--- src/rtl/rsqrt_seed_pkg.sv ---
package rsqrt_seed_pkg;
  localparam int FP_W      = 32;
  localparam int EXP_W     = 8;
  localparam int MAN_W     = 23;
  localparam int IDX_MAN_W = 6;
  localparam int IDX_W     = IDX_MAN_W + 1;
  localparam int SIG_W     = 8;
  localparam int LOW_W     = MAN_W - SIG_W;

  localparam logic [EXP_W-1:0] EXP_BASE = 8'hBD;
  localparam logic [FP_W-1:0]  QNAN_RES = 32'h7FC0_0000;
  localparam logic [FP_W-1:0]  NEG_RES  = 32'h7FC0_0004;
  localparam logic [FP_W-1:0]  PINF_RES = 32'h7F80_0000;

  typedef enum logic [2:0] {
    CLS_NAN,
    CLS_ZERO,
    CLS_NEG,
    CLS_PINF,
    CLS_NORM
  } op_class_e;
endpackage

--- src/rtl/rsqrt_seed_classify.sv ---
module rsqrt_seed_classify
  import rsqrt_seed_pkg::*;
(
  input  logic [FP_W-1:0] op,
  output op_class_e       cls,
  output logic            snan
);
  logic             sgn;
  logic [EXP_W-1:0] ex;
  logic [MAN_W-1:0] mn;
  logic             ex_ones;

  assign sgn     = op[FP_W-1];
  assign ex      = op[FP_W-2 -: EXP_W];
  assign mn      = op[MAN_W-1:0];
  assign ex_ones = &ex;

  always_comb begin
    if (ex_ones && (mn != '0))      cls = CLS_NAN;
    else if (ex == '0)              cls = CLS_ZERO;
    else if (sgn)                   cls = CLS_NEG;
    else if (ex_ones)               cls = CLS_PINF;
    else                            cls = CLS_NORM;
  end

  assign snan = ex_ones && (mn != '0) && !mn[MAN_W-1];
endmodule

--- src/rtl/rsqrt_seed_expcalc.sv ---
module rsqrt_seed_expcalc
  import rsqrt_seed_pkg::*;
(
  input  logic [EXP_W-1:0]     ex,
  input  logic [IDX_MAN_W-1:0] man_top,
  output logic [IDX_W-1:0]     idx,
  output logic [EXP_W-1:0]     res_exp
);
  logic [EXP_W-1:0] ex_m1;

  assign ex_m1   = ex - EXP_W'(1);
  assign idx     = {ex_m1[0], man_top};
  assign res_exp = EXP_BASE - {1'b0, ex_m1[EXP_W-1:1]};
endmodule

--- src/rtl/rsqrt_seed_rom.sv ---
module rsqrt_seed_rom
  import rsqrt_seed_pkg::*;
(
  input  logic [IDX_W-1:0] idx,
  output logic [SIG_W-1:0] sig
);
  logic [SIG_W-2:0] half;

  always_comb begin
    case (idx[IDX_W-1:1])
      6'd0:  half = 7'd126; 6'd1:  half = 7'd122; 6'd2:  half = 7'd119; 6'd3:  half = 7'd115;
      6'd4:  half = 7'd112; 6'd5:  half = 7'd108; 6'd6:  half = 7'd105; 6'd7:  half = 7'd102;
      6'd8:  half = 7'd100; 6'd9:  half = 7'd97;  6'd10: half = 7'd94;  6'd11: half = 7'd92;
      6'd12: half = 7'd89;  6'd13: half = 7'd87;  6'd14: half = 7'd84;  6'd15: half = 7'd82;
      6'd16: half = 7'd80;  6'd17: half = 7'd78;  6'd18: half = 7'd76;  6'd19: half = 7'd74;
      6'd20: half = 7'd72;  6'd21: half = 7'd70;  6'd22: half = 7'd68;  6'd23: half = 7'd66;
      6'd24: half = 7'd65;  6'd25: half = 7'd63;  6'd26: half = 7'd61;  6'd27: half = 7'd60;
      6'd28: half = 7'd58;  6'd29: half = 7'd57;  6'd30: half = 7'd55;  6'd31: half = 7'd54;
      6'd32: half = 7'd51;  6'd33: half = 7'd49;  6'd34: half = 7'd46;  6'd35: half = 7'd44;
      6'd36: half = 7'd41;  6'd37: half = 7'd39;  6'd38: half = 7'd37;  6'd39: half = 7'd35;
      6'd40: half = 7'd33;  6'd41: half = 7'd31;  6'd42: half = 7'd29;  6'd43: half = 7'd27;
      6'd44: half = 7'd26;  6'd45: half = 7'd24;  6'd46: half = 7'd22;  6'd47: half = 7'd21;
      6'd48: half = 7'd19;  6'd49: half = 7'd18;  6'd50: half = 7'd16;  6'd51: half = 7'd15;
      6'd52: half = 7'd13;  6'd53: half = 7'd12;  6'd54: half = 7'd11;  6'd55: half = 7'd9;
      6'd56: half = 7'd8;   6'd57: half = 7'd7;   6'd58: half = 7'd6;   6'd59: half = 7'd5;
      6'd60: half = 7'd4;   6'd61: half = 7'd3;   6'd62: half = 7'd2;   default: half = 7'd1;
    endcase
  end

  // even entries odd, odd entries one less
  assign sig = {half, ~idx[0]};
endmodule

--- src/rtl/rsqrt_seed.sv ---
module rsqrt_seed
  import rsqrt_seed_pkg::*;
(
  input  logic            clk,
  input  logic            rst,
  input  logic            in_valid,
  input  logic [31:0]     in_op,
  output logic            out_valid,
  output logic [31:0]     out_result,
  output logic            out_invalid
);
  op_class_e          cls;
  logic               snan;
  logic [IDX_W-1:0]   idx;
  logic [EXP_W-1:0]   res_exp;
  logic [SIG_W-1:0]   sig;
  logic [FP_W-1:0]    nxt_res;
  logic               nxt_inv;

  rsqrt_seed_classify u_cls (
    .op   (in_op),
    .cls  (cls),
    .snan (snan)
  );

  rsqrt_seed_expcalc u_exp (
    .ex      (in_op[FP_W-2 -: EXP_W]),
    .man_top (in_op[MAN_W-1 -: IDX_MAN_W]),
    .idx     (idx),
    .res_exp (res_exp)
  );

  rsqrt_seed_rom u_rom (
    .idx (idx),
    .sig (sig)
  );

  always_comb begin
    case (cls)
      CLS_NAN:  nxt_res = QNAN_RES;
      CLS_ZERO: nxt_res = {in_op[FP_W-1], PINF_RES[FP_W-2:0]};
      CLS_NEG:  nxt_res = NEG_RES;
      CLS_PINF: nxt_res = '0;
      default:  nxt_res = {in_op[FP_W-1], res_exp, sig, {LOW_W{1'b0}}};
    endcase
    nxt_inv = snan || (cls == CLS_NEG);
  end

  always_ff @(posedge clk) begin
    if (rst) begin
      out_valid   <= 1'b0;
      out_result  <= '0;
      out_invalid <= 1'b0;
    end else begin
      out_valid <= in_valid;
      if (in_valid) begin
        out_result  <= nxt_res;
        out_invalid <= nxt_inv;
      end else begin
        out_invalid <= 1'b0;
      end
    end
  end

  p_latency_r1: assert property (@(posedge clk) disable iff (rst)
    out_valid == $past(in_valid));

  p_inv_with_valid_r8: assert property (@(posedge clk) disable iff (rst)
    out_invalid |-> out_valid);

  p_neg_nan_inv_r4: assert property (@(posedge clk) disable iff (rst)
    (out_valid && out_result == NEG_RES) |-> out_invalid);

  p_low_zero_r7: assert property (@(posedge clk) disable iff (rst)
    (in_valid && cls == CLS_NORM) |=> (out_result[LOW_W-1:0] == '0));

  p_sign_copy_r6: assert property (@(posedge clk) disable iff (rst)
    (in_valid && cls == CLS_NORM) |=> (out_result[FP_W-1] == $past(in_op[FP_W-1])));
endmodule

--- config.mk ---
export PLATFORM = sky130hd
export DESIGN_NAME = rsqrt_seed
export DESIGN_NICKNAME = d
export VERILOG_FILES = /design/src/rtl/rsqrt_seed_pkg.sv /design/src/rtl/rsqrt_seed_classify.sv /design/src/rtl/rsqrt_seed_expcalc.sv /design/src/rtl/rsqrt_seed_rom.sv /design/src/rtl/rsqrt_seed.sv
export SDC_FILE = /design/constraint.sdc
export NUM_CORES = 1
export LEC_CHECK = 0
export BUFFER_PORTS_ARGS = -buffer_cell sky130_fd_sc_hd__buf_4
export CAP_MARGIN = 25
export CORE_MARGIN = 5
export CORE_UTILIZATION = 30
export CTS_CLUSTER_DIAMETER = 80
export DETAILED_ROUTE_END_ITERATION = 8
export GPL_TIMING_DRIVEN = 1
export PLACE_DENSITY = 0.61
export SLEW_MARGIN = 5
export SYNTH_ARGS = -nofsm -noshare
export SYNTH_HDL_FRONTEND = slang
export SYNTH_HIERARCHICAL = 1
export SYNTH_SLANG_ARGS = --single-unit
--- constraint.sdc ---
create_clock -name clk -period 2.2 [get_ports clk]
set_input_delay 0.22 -clock clk [delete_from_list [all_inputs] [get_ports clk]]
set_output_delay 0.22 -clock clk [all_outputs]
set_load 0.02 [all_outputs]
== After elaboration in Yosys (flattened, before gate mapping) ==
Memories as Yosys holds them, arrays and structs flattened.
Index checks and enable logic that the tools add are counted.
Storage, ports and cells
  memories kept: 1
  word-level logic and storage cells: 25
  ROM bits: 448
  input bits: 35
  output and inout port bits: 34
  register bits after elaboration: 34
Cells by class
  mux-type cells: 5
  $add $sub $neg: 2
  bitwise operators: 2
  reduce and logical (&&, ||, !) cells: 9
  equal/unequal tests: 3
Memories
  (no name shown): words 64, bits a word 7, rd ports 1, clocked after Yosys merged registers in 0, wr ports 0, RTL line rsqrt_seed_rom.sv:10  | case (idx[IDX_W-1:1])
Operators with widths (count)
  case mux 32 bit (4 select lines): 1
  nonzero test 23 bit: 1
  two-way mux 3 bit: 4
  logical NOT 8 bit: 1
  AND reduction 8 bit: 1
  subtractor 8 x 1 -> 8 bit, second input constant: 1
  subtractor 8 x 7 -> 8 bit, first input constant: 1
  == test 3 x 2 -> 1 bit, second input constant: 2
  == test 3 x 1 -> 1 bit, second input constant: 1
  logical NOT 3 bit: 1
  logical AND 1 bit: 2
  NOT 1 bit: 2
  OR reduction 2 bit: 1
  logical NOT 1 bit: 1
  logical OR 1 bit: 1

== Longest topological paths before layout ==
Gate-level depths: netlist of the first run.
  word-level depth: 7
  gate-level depth with buffers: 10
  mapped depth without buffers: 9

== Hierarchy ==
Netlist of the first run, hierarchy kept.
Modules (own cells, without submodules)
  rsqrt_seed: seq. area each 400.4 um^2, cells an instance 104, times used 1, area an instance 943.4 um^2
  rsqrt_seed_rom: seq. area each 0.0 um^2, cells an instance 103, times used 1, area an instance 725.7 um^2
  rsqrt_seed_expcalc: seq. area each 0.0 um^2, cells an instance 48, times used 1, area an instance 356.6 um^2
  rsqrt_seed_classify: seq. area each 0.0 um^2, cells an instance 22, times used 1, area an instance 138.9 um^2

== Least setup slack after synthesis of the first run ==
OpenSTA, ideal clock, no wires.
  path kind: input-to-reg
  start point: input port in_op[24]
  end point: register out_result[28]
  required time: 2083 ps
  setup time: 117 ps
  stages: 8
  setup slack: 313 ps
  arrival: 1770 ps
  path through: or3_4 > xnor2_1 > ha_1 > a2111o_1 > o41a_1 > xor2_1 > a31oi_1 > o21ai_1
On the way
  elaborated cells on any way between the ends: 14
RTL lines
  from (decl): RTL line rsqrt_seed.sv:7  | input logic [31:0] in_op,
  subtractor 8 x 1 -> 8 bit: RTL line rsqrt_seed_expcalc.sv:11  | assign ex_m1 = ex - EXP_W'(1);
  subtractor 8 x 7 -> 8 bit: RTL line rsqrt_seed_expcalc.sv:13  | assign res_exp = EXP_BASE - {1'b0, ex_m1[EXP_W-1:1]};
  via res_exp[5]: RTL line rsqrt_seed.sv:15  | logic [EXP_W-1:0] res_exp;
  case mux 32 bit (4 select lines): RTL line rsqrt_seed.sv:39  | case (cls)
  to (signal assigned): RTL line rsqrt_seed.sv:57  | out_result <= nxt_res;
  to (decl): RTL line rsqrt_seed.sv:9  | output logic [31:0] out_result,
The timed path passes the listed nets, and every way through them passes these cells.
A chain may end at the register's enable or synchronous reset.

== Final worst setup path of the first run ==
Same ends and word-level chain as after synthesis.

==> flow_metrics.tcl, run 1 <==
set metrics [dict create \
    final_cells 414 \
    endpoint_kind "register" \
    dr.pass1.iters 4 \
    syn-instance-count 277 \
    synth_edf_count 0 \
    fin_skew_ps 0 \
    num_antenna_cells 0 \
    drt-wirelength-per-cell_um 13.7 \
    cts_hold_buf 0 \
    worstPathRequired_ps 2350 \
    seqPwrFrac_pct 36.3 \
    max-vdd-ir-drop_mv 0.355 \
    ant_nets 0 \
    dp_hpwl_mm 4.35 \
    synth.distinct_cells 62 \
    p_per_area_nw_per_um2 432 \
    cts-buffers-inserted 3 \
    drive_gt1_share_pct 25.7 \
    post_cts_buffers 0 \
    ctsLongestPathBuffers 2 \
    p_sw_share_pct 34.1 \
    path_max_fanout 8 \
    cp-start-kind "input port" \
    grt_antenna_before_repair 0 \
    ys_ff_latch 20 \
    ys_warn_count 6 \
    tns_ps 0 \
    grt_pass1_wl_mm 9.06 \
    drt_iter0_markers 176 \
    p_clk_share_pct 25.5 \
    leakagePower_nw 1.03 \
    ctsResizeCount 0 \
    final_util_pct 35.5 \
    crit_arrival_ps 2010 \
    rsz0062_at_grt "no" \
    postSynth.asyncResetShare_pct 0 \
    critical_path.max_stage_delay_ps 420 \
    setup_violations 0 \
    clk_pin_slew_ps 80 \
    hold_viol_final 0 \
    seqCellArea_um2 400 \
    hp-class "in -> reg" \
    fill_cells 781 \
    combPwrFrac_pct 38.3 \
    p_int_mw 0.721 \
    grt_overflow 0 \
    status "complete, no violations" \
    cts_root_buf "clkbuf_8" \
    cap_violations 0 \
    vias_per_cell 5.04 \
    finalWorstPathRequiredPeriod_ps 1860 \
    syn_area_um2 2160 \
    synthToLayoutAreaGrowth_pct 17.1 \
    io_pins 69 \
    cts_tree "done" \
    synth_seq_area_share_pct 18.5 \
    clk_latency_ps 250 \
    die_w_um 94.9 \
    worstSetupPathType "in -> reg" \
    gp_congestion 0.889 \
    post-place-cells 410 \
    avgSynthCellArea_um2 7.81 \
    synthTopCellsByArea "dfxtp_1 18%, buf_4 7.6%, nor2b_1 5.8%, ha_1 5.2%, nor2_1 4.7%" \
    coreArea_um2 7140 \
    whs_ps 271 \
    crit_slowest_cell "o41a_1" \
    drc 0 \
    rows 31 \
    finalCritPeriodShare_pct 84.4 \
    wl_mm 5.66 \
    finalPower_mw 1.09 \
    synth_top_flop_cell "dfxtp_1" \
    crit_chain "buf_4 -> or3_4 -> xnor2_1 -> ha_1 -> inv_1 -> o41a_1 -> xor2_1 -> a31oi_1 -> o21ai_1" \
    start_util_pct 30.3 \
    grt_max_degree 32 \
    cts_num_sinks 20 \
    multiInputGateArea_um2 1470 \
    h-tree-depth 1 \
    yosysMostFrequentCell "nor2_1" \
    synth_largest_area_cell "dfxtp_1" \
    max_clock_freq_ghz 0.539 \
    synth_top_area_share_pct 18.5 \
    fin_nets 360 \
    synthTopCellsByCount "27 x nor2_1, 22 x buf_4, 20 x a21oi_1, 20 x dfxtp_1, 20 x nor2b_1" \
    vias 2087 \
    grt_pass1_vias 1903 \
    io_buffers 54 \
    switchingPower_mw 0.373 \
    grt.total_usage_pct 12.3 \
    slew_viol_final 0 \
    worstMarginPinSlew_ps 651 \
    die_h_um 94.9 \
    dieArea_um2 9010 \
    max_slew_margin_pct 56.3 \
]
-- flip-flops by register name, indices dropped and copies added (netlist names) --
signal	flops
out_valid	1
out_result	18
out_invalid	1
-- final cells by class --
type | count | area share, %
clock buffer | 4 | 2.17
inverter | 15 | 2.22
multi-input combinational | 218 | 57.8
sequential | 20 | 15.8
tap | 99 | 4.89
timing repair buffer | 58 | 17.1
-- per-layer routing --
metal / global-route usage [%] / part of all wire [%] / wire length (um) / vias up
met4: 2.16 / 1.5 / 87 / 0
met5: 0 / 0 / 0 / -
li1: - / - / - / 1047
met2: 22.2 / 51 / 2870 / 62
met1: 15.0 / 43 / 2460 / 968
met3: 2.95 / 4.3 / 243 / 10
-- worst max-delay path, delay by kind of cell --
| family | cells | cell delay [ps] |
|---|---|---|
| buffers and inverters | 2 | 230 |
| AND/OR/NAND/NOR | 1 | 410 |
| AO/OA/AOI/OAI | 3 | 650 |
| adder cells (fa/ha/maj) | 1 | 190 |
| XOR/XNOR | 2 | 300 |
-- worst paths after layout --
check                       from        endpoint  slack (ps)  cells past startpoint
setup reg to reg  out_result[30]  out_result[30]        1420                      3
setup / recovery       in_op[24]  out_result[28]         340                      9
hold reg to reg   out_result[31]  out_result[31]         480                      2
hold / removal               rst  out_result[31]         270                      2
-- cell usage in the layout (no fill, tap or decap), types with 2 or more instances in the layout --
cell type and instances:
o21a_1 2, o311ai_1 2, ha_1 9, nand2_1 7, conb_1 14, inv_1 13, nand2b_1 7, o211ai_1 6
xor2_1 4, nor2_1 27, a31oi_1 10, xnor2_1 4, dfxtp_1 20, nor2b_1 20, inv_2 2, o221ai_1 2
nor3_1 6, mux2i_1 3, nand4_1 4, nor4_1 8, clkbuf_8 4, a211oi_1 5, a221o_1 2, buf_4 57
o21ai_1 11, a22o_1 2, o31a_1 2, o31ai_1 2, or4_4 2, o21ai_0 9, a21oi_1 20
-- stage by stage --
step,instance area [um2],setup slack (ps)
global placement,2470,114
CTS,2530,356
floorplan,2210,313
detailed placement,2480,77.7
global route,2530,205
finish,2530,344
-- cell families after synthesis --
kind of cell	count (synthesis)	share of synthesized area, %
fa+ha+maj	10	5.66
other cells	1	0.173
flops	20	18.5
simple gates	94	25.4
mux	5	2.95
buf+inv	52	16.1
xor+xnor	9	3.99
compound gates	86	27.2
-- power groups by stage --
stage / logic, mW / clock network [mW] / registers [mW]
detailed placement: 0.418 / 0 / 0.405
global route: 0.456 / 0.301 / 0.400
finish: 0.419 / 0.279 / 0.397
global placement: 0.413 / 0 / 0.405
floorplan: 0.280 / 0 / 0.432
CTS: 0.419 / 0.285 / 0.397
No activity file was read; power rests on OpenSTA's default activity.
==> inputs of run 2 (changes only) <==
==> constraint.sdc (replaced) <==
create_clock -name clk -period 1.8 [get_ports clk]
set_input_delay 0.18 -clock clk [delete_from_list [all_inputs] [get_ports clk]]
set_output_delay 0.18 -clock clk [all_outputs]
set_load 0.02 [all_outputs]
==> flow_metrics.tcl, run 2 (same netlist as run 1, synthesis figures left out) <==
set metrics [dict create \
    cts-buffers-inserted 3 \
    ctsResizeCount 0 \
    cts_num_sinks 20 \
    hold_viol_final 0 \
    post_cts_buffers 0 \
    grt_pass1_vias 2076 \
    slew_viol_final 0 \
    io_pins 69 \
    largest_reg_flops 18 \
    reg_top3 "out_result: 18 flops, out_invalid: 1 flops, out_valid: 1 flops" \
    cts_tree "done" \
    gp_congestion 0.849 \
    ant_nets 0 \
    cts_root_buf "clkbuf_8" \
    grt_overflow 0 \
    drc 0 \
    die_w_um 94.9 \
    drt-wirelength-per-cell_um 13.2 \
    clk_latency_ps 250 \
    clk_pin_slew_ps 70 \
    grt_max_degree 32 \
    worstSetupPathType "in -> reg" \
    worstMarginPinSlew_ps 648 \
    fin_nets 392 \
    fin_skew_ps 0 \
    finalCritPeriodShare_pct 96.1 \
    grt_antenna_before_repair 0 \
    status "complete, no violations" \
    synthToLayoutAreaGrowth_pct 29.0 \
    max_clock_freq_ghz 0.578 \
    postLayoutCellArea_um2 2790 \
    hp-class "in -> reg" \
    path_max_fanout 5 \
    grt_pass1_wl_mm 9.74 \
    num_antenna_cells 0 \
    rsz0062_at_grt "yes" \
    h-tree-depth 1 \
    leakagePower_nw 1.19 \
    layout_common_cells "89 x buf_4, 27 x nor2_1, 20 x a21oi_1, 20 x nor2b_1, 20 x dfxtp_1" \
    tns_ps 0 \
    coreArea_um2 7140 \
    vias 2198 \
    largest_register "out_result" \
    endpoint_kind "register" \
    grt.total_usage_pct 13.3 \
    cts_hold_buf 0 \
    io_buffers 54 \
    dieArea_um2 9010 \
    max_slew_margin_pct 56.5 \
    vias_per_cell 4.94 \
    finalWorstPathRequiredPeriod_ps 1730 \
    drt_iter0_markers 86 \
    post-place-cells 442 \
    rows 31 \
    ctsLongestPathBuffers 2 \
    die_h_um 94.9 \
    wl_mm 5.87 \
    final_cells 445 \
    cap_violations 0 \
    p_per_area_nw_per_um2 480 \
    drive_gt1_share_pct 33.8 \
    setup_violations 0 \
    start_util_pct 30.3 \
    cp-start-kind "input port" \
    max-vdd-ir-drop_mv 0.358 \
    dr.pass1.iters 4 \
    final_common_cell "buf_4" \
    dp_hpwl_mm 4.79 \
    crit_arrival_ps 1870 \
    post_dp_cell_area_um2 2750 \
    worstPathRequired_ps 1940 \
]
## run 2: area by class of cell
type / instances / area [um2]
clock buffer: 3 / 41.3
fill: 750 / 4340
inverter: 15 / 58.8
multi-input combinational: 218 / 1480
sequential: 20 / 400
tap: 99 / 124
timing repair buffer: 90 / 688
## run 2: power by group
group          internal, mW  switching [mW]
sequential            0.471          0.0140
clock                 0.149           0.134
combinational         0.266           0.307
total                 0.886           0.455
## run 2: final timing paths
kind,slack (ps),end,startpoint,cells after the start
max reg2reg,1010,out_result[30],out_result[30],3
min,240,out_result[31],rst,2
min reg2reg,490,out_result[31],out_result[31],2
max,70,out_result[28],in_op[24],9
## run 2: per-layer routing
layer / wire (um) / global-route usage, % / vias up
li1: - / - / 1102
met1: 2410 / 16.0 / 1030
met2: 3010 / 24.3 / 64
met3: 405 / 3.51 / 2
met4: 44 / 1.92 / 0
met5: 0 / 0 / -
## run 2: worst max-delay path, stage by stage
cell and delay (ps):
buf_4 130, or3_4 400, xnor2_2 140, ha_2 190, a2111o_1 350, o41a_1 120, xor2_1 150, a31oi_1 130
o21ai_1 80
## run 2: stage by stage
step	setup WS, ps	hold WS, ps	power [mW]	util [%]
after floorplan	-5.76	291	0.875	-
after global placement	-162	471	1.06	38.6
after detailed placement	-192	480	1.07	38.6
after CTS	71.0	242	1.35	39.1
after global routing	-38.6	245	1.43	39.1
final	71.0	241	1.34	39.1
==> inputs of run 3 (changes only) <==
--- a/config.mk
+++ b/config.mk
@@ -5,14 +5,14 @@
 export SDC_FILE = /design/constraint.sdc
 export NUM_CORES = 1
 export LEC_CHECK = 0
-export BUFFER_PORTS_ARGS = -buffer_cell sky130_fd_sc_hd__buf_4
 export CAP_MARGIN = 25
 export CORE_MARGIN = 5
 export CORE_UTILIZATION = 30
 export CTS_CLUSTER_DIAMETER = 80
 export DETAILED_ROUTE_END_ITERATION = 8
+export DONT_BUFFER_PORTS = 1
 export GPL_TIMING_DRIVEN = 1
-export PLACE_DENSITY = 0.61
+export PLACE_DENSITY = 0.53
 export SLEW_MARGIN = 5
 export SYNTH_ARGS = -nofsm -noshare
 export SYNTH_HDL_FRONTEND = slang
==> flow_metrics.tcl, run 3 (same netlist as run 1, synthesis figures left out) <==
set metrics [dict create \
    status "complete, no violations" \
    setup_violations 0 \
    io_buffers 0 \
    cap_violations 0 \
    dr.pass1.iters 4 \
    grt_antenna_before_repair 0 \
    cts_root_buf "clkbuf_8" \
    crit_chain "inv_1 -> ha_2 -> xor2_1 -> ha_2 -> inv_1 -> o41a_1 -> xor2_1 -> a31oi_1 -> o21ai_1" \
    multiInputGateArea_um2 1480 \
    ctsLongestPathBuffers 2 \
    finalPower_mw 1.31 \
    finalCritPeriodShare_pct 87.7 \
    layout_common_cells "27 x nor2_1, 20 x a21oi_1, 20 x nor2b_1, 20 x dfxtp_1, 14 x conb_1" \
    grt_pass1_vias 1754 \
    fin_skew_ps 0 \
    p_per_area_nw_per_um2 583 \
    dieArea_um2 9010 \
    wl_mm 5.45 \
    path_max_fanout 8 \
    worstMarginPinSlew_ps 696 \
    vias 1899 \
    dp_hpwl_mm 4.15 \
    ant_nets 0 \
    max_slew_margin_pct 53.2 \
    cts-buffers-inserted 3 \
    grt_pass1_wl_mm 8.71 \
    hold_viol_final 0 \
    crit_family "compound AO/OA/AOI/OAI gates" \
    max-vdd-ir-drop_mv 0.449 \
    die_w_um 94.9 \
    coreArea_um2 7140 \
    clk_pin_slew_ps 70 \
    max_clock_freq_ghz 0.633 \
    clk_latency_ps 260 \
    crit_buf_inv 2 \
    finalWorstPathRequiredPeriod_ps 1580 \
    io_pins 69 \
    grt_max_degree 32 \
    reg_top3 "out_result: 18 flops, out_invalid: 1 flops, out_valid: 1 flops" \
    seqCellArea_um2 400 \
    reg2reg_setup_slack_ps 940 \
    final_common_cell "nor2_1" \
    fill_cells 789 \
    grt.total_usage_pct 11.9 \
    rows 31 \
    synthToLayoutAreaGrowth_pct 3.47 \
    critical_path.max_stage_delay_ps 410 \
    drc 0 \
    tns_ps 0 \
    worst_slack_ps 221 \
    grt_overflow 0 \
    worstSetupPathType "in -> reg" \
    leakagePower_nw 0.816 \
    num_antenna_cells 0 \
    gp_congestion 0.806 \
    drt_iter0_markers 128 \
    dpl_worst_slack_ps -46.6 \
    drt-wirelength-per-cell_um 14.8 \
    h-tree-depth 1 \
    rsz0062_at_grt "no" \
    crit_slowest_cell "o41a_1" \
    worstPathRequired_ps 1950 \
    cts_tree "done" \
    die_h_um 94.9 \
    drive_gt1_share_pct 13.7 \
    start_util_pct 30.3 \
    largest_reg_flops 18 \
    post_cts_buffers 0 \
    cts_num_sinks 20 \
    hp-class "in -> reg" \
    fin_nets 315 \
    vias_per_cell 5.15 \
    endpoint_kind "register" \
    slew_viol_final 0 \
    cp-start-kind "input port" \
    crit_arrival_ps 1730 \
    largest_register "out_result" \
]
==> run 3: changes by cell type in the layout (fill, tap and decap cells not counted) <==
cell | before | now
inv_1 | 12 | 13
buf_4 | 89 | 10
inv_2 | 2 | 1
bufinv_16 | 0 | 1
dlygate4sd3_1 | 0 | 3
buf_12 | 1 | 0
==> run 3: timing repair <==
action                    CTS  global route
hold buffers                2             1
hold endpoints to repair   10             1
resized for setup           0             0
==> run 3: area by class of cell <==
class | instances | share of cell area (%)
Inverter | 15 | 2.63
Sequential cell | 20 | 17.9
Timing Repair Buffer | 13 | 4.69
Clock buffer | 3 | 1.84
Tap cell | 99 | 5.53
Multi-Input combinational cell | 218 | 66.1
Clock inverter | 1 | 1.34
==> run 3: metrics by stage <==
stage / instances / util [%] / area, um2 / hold WS [ps]
4_1_cts: 368 / 31.2 / 2230 / 6.41
3_3_place_gp: 362 / 30.0 / 2140 / 247
5_1_grt: 369 / 31.4 / 2240 / 10.3
6_report: 369 / 31.4 / 2240 / 9.97
3_5_place_dp: 362 / 30.0 / 2140 / 249
2_1_floorplan: 290 / - / 2230 / 291
==> run 3: power by group <==
part | internal, mW | total, mW | switching, mW
clock network | 0.297 | 0.452 | 0.155
logic | 0.152 | 0.328 | 0.175
registers | 0.471 | 0.526 | 0.0547
total | 0.920 | 1.31 | 0.385
==> run 3: path summary, 6_finish.rpt <==
| path | start | endpoint | cells past startpoint |
|---|---|---|---|
| hold reg to reg | out_result[31] | out_result[31] | 2 |
| setup reg to reg | out_result[23] | out_result[23] | 3 |
| hold / removal | rst | out_result[28] | 1 |
| setup / recovery | in_op[23] | out_result[28] | 9 |
==> run 3: metal layers <==
| layer | vias up | wire, um | track usage [%] |
|---|---|---|---|
| li1 | 960 | - | - |
| met5 | - | 0 | 0 |
| met2 | 49 | 2610 | 19.3 |
| met3 | 4 | 449 | 5.02 |
| met1 | 886 | 2340 | 15.3 |
| met4 | 0 | 46 | 0.962 |
